`src/rtl/smp_tx_pkg.sv`:
```
package smp_tx_pkg;
  localparam int SLOTS  = 8;
  localparam int SLOT_W = $clog2(SLOTS);
  localparam int CH_N   = 2;

  typedef enum logic [1:0] {
    PH_I_HI = 2'd0,
    PH_Q_HI = 2'd1,
    PH_I_LO = 2'd2,
    PH_Q_LO = 2'd3
  } phase_e;
endpackage

```
`src/rtl/smp_tx_stage.sv`:
```
module smp_tx_stage
  import smp_tx_pkg::*;
#(
  parameter int SMP_W = 12
) (
  input  logic                        clk,
  input  logic                        rst_n,
  input  logic                        ld,
  input  logic [CH_N-1:0][SMP_W-1:0]  in_i,
  input  logic [CH_N-1:0][SMP_W-1:0]  in_q,
  output logic [CH_N-1:0][SMP_W-1:0]  src_i,
  output logic [CH_N-1:0][SMP_W-1:0]  src_q
);
  for (genvar c = 0; c < CH_N; c++) begin : g_ch
    logic [SMP_W-1:0] pend_i, pend_q;
    logic [SMP_W-1:0] pend_i_n, pend_q_n;

    always_comb begin
      pend_i_n = pend_i;
      pend_q_n = pend_q;
      if (ld) begin
        pend_i_n = in_i[c];
        pend_q_n = in_q[c];
      end
    end

    always_ff @(posedge clk or negedge rst_n) begin
      if (!rst_n) begin
        pend_i <= '0;
        pend_q <= '0;
      end else begin
        pend_i <= pend_i_n;
        pend_q <= pend_q_n;
      end
    end

    // a load in the same cycle bypasses the pending register
    assign src_i[c] = ld ? in_i[c] : pend_i;
    assign src_q[c] = ld ? in_q[c] : pend_q;
  end
endmodule

```
`src/rtl/smp_tx_seq.sv`:
```
module smp_tx_seq
  import smp_tx_pkg::*;
(
  input  logic              clk,
  input  logic              rst_n,
  input  logic              ld,
  input  logic              two_ch,
  input  logic              ch_pick,
  output logic              running,
  output logic [SLOT_W-1:0] slot,
  output logic              dual_q,
  output logic              sel_q,
  output logic              cap_period,
  output logic              cap_half,
  output logic              req
);
  localparam logic [SLOT_W-1:0] LAST = SLOT_W'(SLOTS - 1);
  localparam logic [SLOT_W-1:0] MID  = SLOT_W'(SLOTS / 2 - 1);

  logic              running_n;
  logic [SLOT_W-1:0] slot_n;
  logic              dual_n, sel_n;
  logic              wrap, start;

  always_comb begin
    start      = !running && ld;
    wrap       = running && (slot == LAST);
    cap_period = start || wrap;
    cap_half   = running && !dual_q && (slot == MID);
    req        = wrap || cap_half;
    running_n  = running || ld;
    slot_n     = running ? slot + SLOT_W'(1) : '0;
    dual_n     = dual_q;
    sel_n      = sel_q;
    if (cap_period) begin
      dual_n = two_ch;
      sel_n  = ch_pick;
    end
  end

  always_ff @(posedge clk or negedge rst_n) begin
    if (!rst_n) begin
      running <= 1'b0;
      slot    <= '0;
      dual_q  <= 1'b0;
      sel_q   <= 1'b0;
    end else begin
      running <= running_n;
      slot    <= slot_n;
      dual_q  <= dual_n;
      sel_q   <= sel_n;
    end
  end
endmodule

```
`src/rtl/smp_tx_hold.sv`:
```
module smp_tx_hold
  import smp_tx_pkg::*;
#(
  parameter int SMP_W  = 12,
  localparam int WORD_W = SMP_W / 2
) (
  input  logic                        clk,
  input  logic                        rst_n,
  input  logic                        cap_period,
  input  logic                        cap_half,
  input  logic                        two_ch,
  input  logic                        ch_pick,
  input  logic                        sel_q,
  input  logic                        running,
  input  logic                        dual_q,
  input  logic [SLOT_W-1:0]           slot,
  input  logic [CH_N-1:0][SMP_W-1:0]  src_i,
  input  logic [CH_N-1:0][SMP_W-1:0]  src_q,
  output logic [WORD_W-1:0]           tx_word,
  output logic                        tx_frame
);
  // h*[0] feeds words 0-3, h*[1] feeds words 4-7
  logic [1:0][SMP_W-1:0] hi_q, hq_q, hi_n, hq_n;
  logic [SMP_W-1:0]      cur_i, cur_q;
  logic                  upper;

  always_comb begin
    hi_n = hi_q;
    hq_n = hq_q;
    if (cap_period) begin
      hi_n[0] = two_ch ? src_i[0] : src_i[ch_pick];
      hq_n[0] = two_ch ? src_q[0] : src_q[ch_pick];
      if (two_ch) begin
        hi_n[1] = src_i[1];
        hq_n[1] = src_q[1];
      end
    end else if (cap_half) begin
      hi_n[1] = src_i[sel_q];
      hq_n[1] = src_q[sel_q];
    end
  end

  always_ff @(posedge clk or negedge rst_n) begin
    if (!rst_n) begin
      hi_q <= '0;
      hq_q <= '0;
    end else begin
      hi_q <= hi_n;
      hq_q <= hq_n;
    end
  end

  always_comb begin
    upper = slot[SLOT_W-1];
    cur_i = hi_q[upper];
    cur_q = hq_q[upper];
    unique case (phase_e'(slot[1:0]))
      PH_I_HI: tx_word = cur_i[SMP_W-1:WORD_W];
      PH_Q_HI: tx_word = cur_q[SMP_W-1:WORD_W];
      PH_I_LO: tx_word = cur_i[WORD_W-1:0];
      default: tx_word = cur_q[WORD_W-1:0];
    endcase
    if (!running) tx_word = '0;
    tx_frame = running && (dual_q ? !slot[SLOT_W-1] : !slot[1]);
  end
endmodule

```
`src/rtl/smp_word_tx.sv`:
```
module smp_word_tx
  import smp_tx_pkg::*;
#(
  parameter int SMP_W  = 12,
  localparam int WORD_W = SMP_W / 2
) (
  input  logic              clk,
  input  logic              rst_n,
  input  logic              smp_ld,
  input  logic              two_ch,
  input  logic              ch_pick,
  input  logic [SMP_W-1:0]  ch0_i,
  input  logic [SMP_W-1:0]  ch0_q,
  input  logic [SMP_W-1:0]  ch1_i,
  input  logic [SMP_W-1:0]  ch1_q,
  output logic [WORD_W-1:0] tx_word,
  output logic              tx_frame,
  output logic              smp_req
);
  logic [CH_N-1:0][SMP_W-1:0] in_i, in_q, src_i, src_q;
  logic                       running, dual_q, sel_q, cap_period, cap_half;
  logic [SLOT_W-1:0]          slot;

  assign in_i = {ch1_i, ch0_i};
  assign in_q = {ch1_q, ch0_q};

  smp_tx_stage #(.SMP_W(SMP_W)) u_stage (
    .clk   (clk),
    .rst_n (rst_n),
    .ld    (smp_ld),
    .in_i  (in_i),
    .in_q  (in_q),
    .src_i (src_i),
    .src_q (src_q)
  );

  smp_tx_seq u_seq (
    .clk        (clk),
    .rst_n      (rst_n),
    .ld         (smp_ld),
    .two_ch     (two_ch),
    .ch_pick    (ch_pick),
    .running    (running),
    .slot       (slot),
    .dual_q     (dual_q),
    .sel_q      (sel_q),
    .cap_period (cap_period),
    .cap_half   (cap_half),
    .req        (smp_req)
  );

  smp_tx_hold #(.SMP_W(SMP_W)) u_hold (
    .clk        (clk),
    .rst_n      (rst_n),
    .cap_period (cap_period),
    .cap_half   (cap_half),
    .two_ch     (two_ch),
    .ch_pick    (ch_pick),
    .sel_q      (sel_q),
    .running    (running),
    .dual_q     (dual_q),
    .slot       (slot),
    .src_i      (src_i),
    .src_q      (src_q),
    .tx_word    (tx_word),
    .tx_frame   (tx_frame)
  );
endmodule

```
`config.mk`:
```
export PLATFORM = sky130hd
export DESIGN_NAME = smp_word_tx
export DESIGN_NICKNAME = d
export VERILOG_FILES = /design/src/rtl/smp_tx_pkg.sv /design/src/rtl/smp_tx_stage.sv /design/src/rtl/smp_tx_seq.sv /design/src/rtl/smp_tx_hold.sv /design/src/rtl/smp_word_tx.sv
export SDC_FILE = /design/constraint.sdc
export NUM_CORES = 1
export LEC_CHECK = 0
export BUFFER_PORTS_ARGS = -buffer_cell sky130_fd_sc_hd__buf_2
export CORE_ASPECT_RATIO = 1.75
export CORE_MARGIN = 2
export CORE_UTILIZATION = 53
export CTS_CLUSTER_SIZE = 25
export DETAILED_ROUTE_END_ITERATION = 6
export PLACE_DENSITY_LB_ADDON = 0.1
export SLEW_MARGIN = 30
export SYNTH_ARGS = -nofsm -noshare
export SYNTH_HDL_FRONTEND = slang
export SYNTH_SLANG_ARGS = --single-unit
```
`constraint.sdc`:
```
create_clock -name clk -period 1.8 [get_ports clk]
set_input_delay 0.45 -clock clk [delete_from_list [all_inputs] [get_ports clk]]
set_output_delay 0.45 -clock clk [all_outputs]
set_load 0.01 [all_outputs]
```
==> reports/qor.yml <==
first_iter_violations: 174
routed_wl_um: 12250
core_area_sq_um: 9409
clock_sinks: 102
htreeDepth: 3
max_freq_mhz: 419.3
use_met1_pct: 28.64
grt_pass1_vias: 3723
rsz0062_at_grt: "yes"
instances_no_fill: 625
dr.pass1.iters: 4
die_h_um: 133.4
cp_cell_sequence: "buf_4, ha_4, a221oi_2, a21oi_2, o311a_1, buf_2"
place_ws_ps: -240.5
netlist_area_sq_um: 5070
rows: 47
synth_xor_area_share_pct: 0
regToRegEndpoint: "u_hold.hi_q[20]$_DFFE_PN0P_"
hold_ws_ps: 26.00
vias: 3768
path_class: "register to output pin"
worst_pin_slew_ps: 497.6
path_buf_inv: 2
hold_class: "input port to asynchronous set/reset pin"
viasPerCell: 6.029
period_share_pct: 132.5
use_met2_pct: 40.57
port_buffers: 60
pwr-share-seq_pct: 33.4
clk_path_buf_depth: 2
arrival_ps: 1930
ys_warn_count: 0
tns_ps: -7276
grt_overflow: 0
drv_slew: 0
status: "complete, but fails checks"
critPathMaxStageDelay_ps: 400
ir_drop_mv: 0.8397
fin_skew_ps: 3.220
crit_slowest_cell: "dfrtp_1"
grt_pass1_wl_um: 19000
drc_errors: 0
area_growth_pct: 28.41
leakage_nw: 2.679
synth.area.mux_share_pct: 18.34
fillers: 720
postSynthCellCount: 436
synth.avg_cell_area_sq_um: 11.63
place.gp.congestion: 0.8424
cts_tree: "built"
antenna_found_initial: 0
r2r_start: "u_seq.slot[1]$_DFF_PN0_"
startpoint: "u_seq.slot[0]$_DFF_PN0_"
clock_latency_ps: 340
maxCapViolCount: 0
place_inst: 606
clk_pin_slew_ps: 70
switchingPower_mw: 3.928
power_mw: 10.32
critPathLaunchType: "register"
min_period_ps: 2385
synth_compound_area_share_pct: 18.34
clock_power_share_pct: 20.3
power.density_nw_per_um2: 1585
intPower_mw: 6.392
post_drt_wl_per_cell_um: 19.60
path_max_fanout: 12
cts-buffers-inserted: 9
pwr-share-comb_pct: 46.3
path_delay_family: "compound AO/OA/AOI/OAI gates"
mostFrequentLayoutCell: "dfrtp_1"
synth-seq-cells: 102
most-common-layout-cells: "dfrtp_1, buf_2, a21oi_1"
grtUsageTotal_pct: 23.43
grt_max_degree: 39
ant_nets: 0
met3_usage_pct: 3.455
syn-num-nets: 496
ios: 61
grt-busiest-layer: "met2"
fp.dieArea_sq_um: 10400
initial_core_util_pct: 53.88
root_buffer: "clkbuf_16"
hold_viol: 0
final_net_count: 558
dp_hpwl_um: 7954
drive_above_1_share_pct: 45.13
diodes: 0
synth-seq-area-share_pct: 50.35
cp_data_required_time_ps: 1350
yosys.area_share.simple_pct: 6.515
reg2reg_slack_ps: -180
worst_setup_path_end_kind: "output pin"
setup_slack_ps: -584.8
rr_worst_depth: 7
synth_fa_ha_area_share_pct: 1.728
relSlewSlack_pct: 66.78
setup_viol: 31
yosysUniqueCellTypes: 31
swShare_pct: 38.06
postCtsHoldBufs: 0
failed_checks: "negative setup slack"
synth_top_family_by_area: "multiplexers"
die_x_um: 77.94
how the worst max path moves through the flow:
stage	end	slack [ps]	depth (start not counted)
6_report	tx_word[2]	-580	6
3_3_place_gp	tx_word[4]	-190	6
2_1_floorplan	tx_word[0]	-60	6
5_1_grt	tx_word[1]	-620	6
4_1_cts	tx_word[1]	-570	6
3_5_place_dp	tx_word[4]	-240	6
metrics by stage:
| step | util [%] | instance area [sq um] |
|---|---|---|
| floorplan | - | 5125 |
| global placement | 60.45 | 5688 |
| detailed placement | 60.45 | 5688 |
| CTS | 65.35 | 6148 |
| global route | 69.19 | 6510 |
| finish | 69.19 | 6510 |
cells in the mapped netlist (all sizes together):
master   count  share of area, %
o21a         1              0.15
nor2        24               1.8
o211a        1              0.20
dfrtp      102                50
o31ai       24               5.4
a221oi       6               1.0
a22oi        6              0.89
a21boi       1              0.37
nand4bb      1              0.22
a21oi       54               5.3
o21ai        2              0.20
buf         28               3.4
o311a        6               1.2
mux2        49                11
mux2i       37               7.4
and2         1              0.12
nor3        24               2.4
inv          5              0.37
nand2        9              0.67
or2          1              0.12
nor2b       10               1.2
clkbuf      13              0.96
o211ai      24               3.6
ha           7               1.7
power by group through the flow:
stage               Sequential [mW]  Clock [mW]  Combinational, mW
floorplan                      3.28           0               2.80
global placement               3.44           0               3.70
detailed placement             3.46           0               3.79
CTS                            3.44        2.12               3.99
global route                   3.51        2.21               5.15
finish                         3.45        2.10               4.78
per-layer routing:
layer  part of all wire (%)  wire length [um]
met1                     40              4901
met2                     54              6620
met3                    3.3               405
met4                    2.6               323
met5                      0                 0
worst register-to-register path, delay by kind of cell, from the launching register on:
kind                       cells  cell delay, ps
buffers and inverters          2             350
DFF                            1             440
adders and majority gates      2             360
muxes                          1             330
AOI/OAI and AO/OA              2             370
logic make-up (layout without fill, tap and decap cells):
family	after synthesis	count (layout)
compound gates	125	125
flops	102	102
mux	86	86
simple gates	70	70
buf+inv	46	113
fa+ha+maj	7	7
sequential cells by signal, indices dropped and copies added, names as in the netlist:
signal,count
u_seq.sel_q,1
u_stage.g_ch.pend_i,24
u_seq.dual_q,1
u_stage.g_ch.pend_q,24
u_seq.running,1
u_hold.hi_q,24
u_hold.hq_q,24
u_seq.slot,3
layout make-up:
cell class | count | area (sq um) | area share [%]
inverters | 5 | 18.77 | 0.2883
clock inverters | 5 | 82.58 | 1.268
repair buffers | 92 | 716.9 | 11.01
flip-flops and latches | 102 | 2555 | 39.25
well taps | 122 | 152.6 | 2.345
clock buffers | 11 | 242.7 | 3.729
multi-input cells | 288 | 2741 | 42.11
repair_timing:
item                                    4_1_cts  5_1_grt
buffers inserted                              1        2
hold endpoints to repair                      0        0
pin swaps                                     4       27
resized for setup                            25       54
endpoints found under the setup margin       54       32
(Power assumes the default switching activity.)
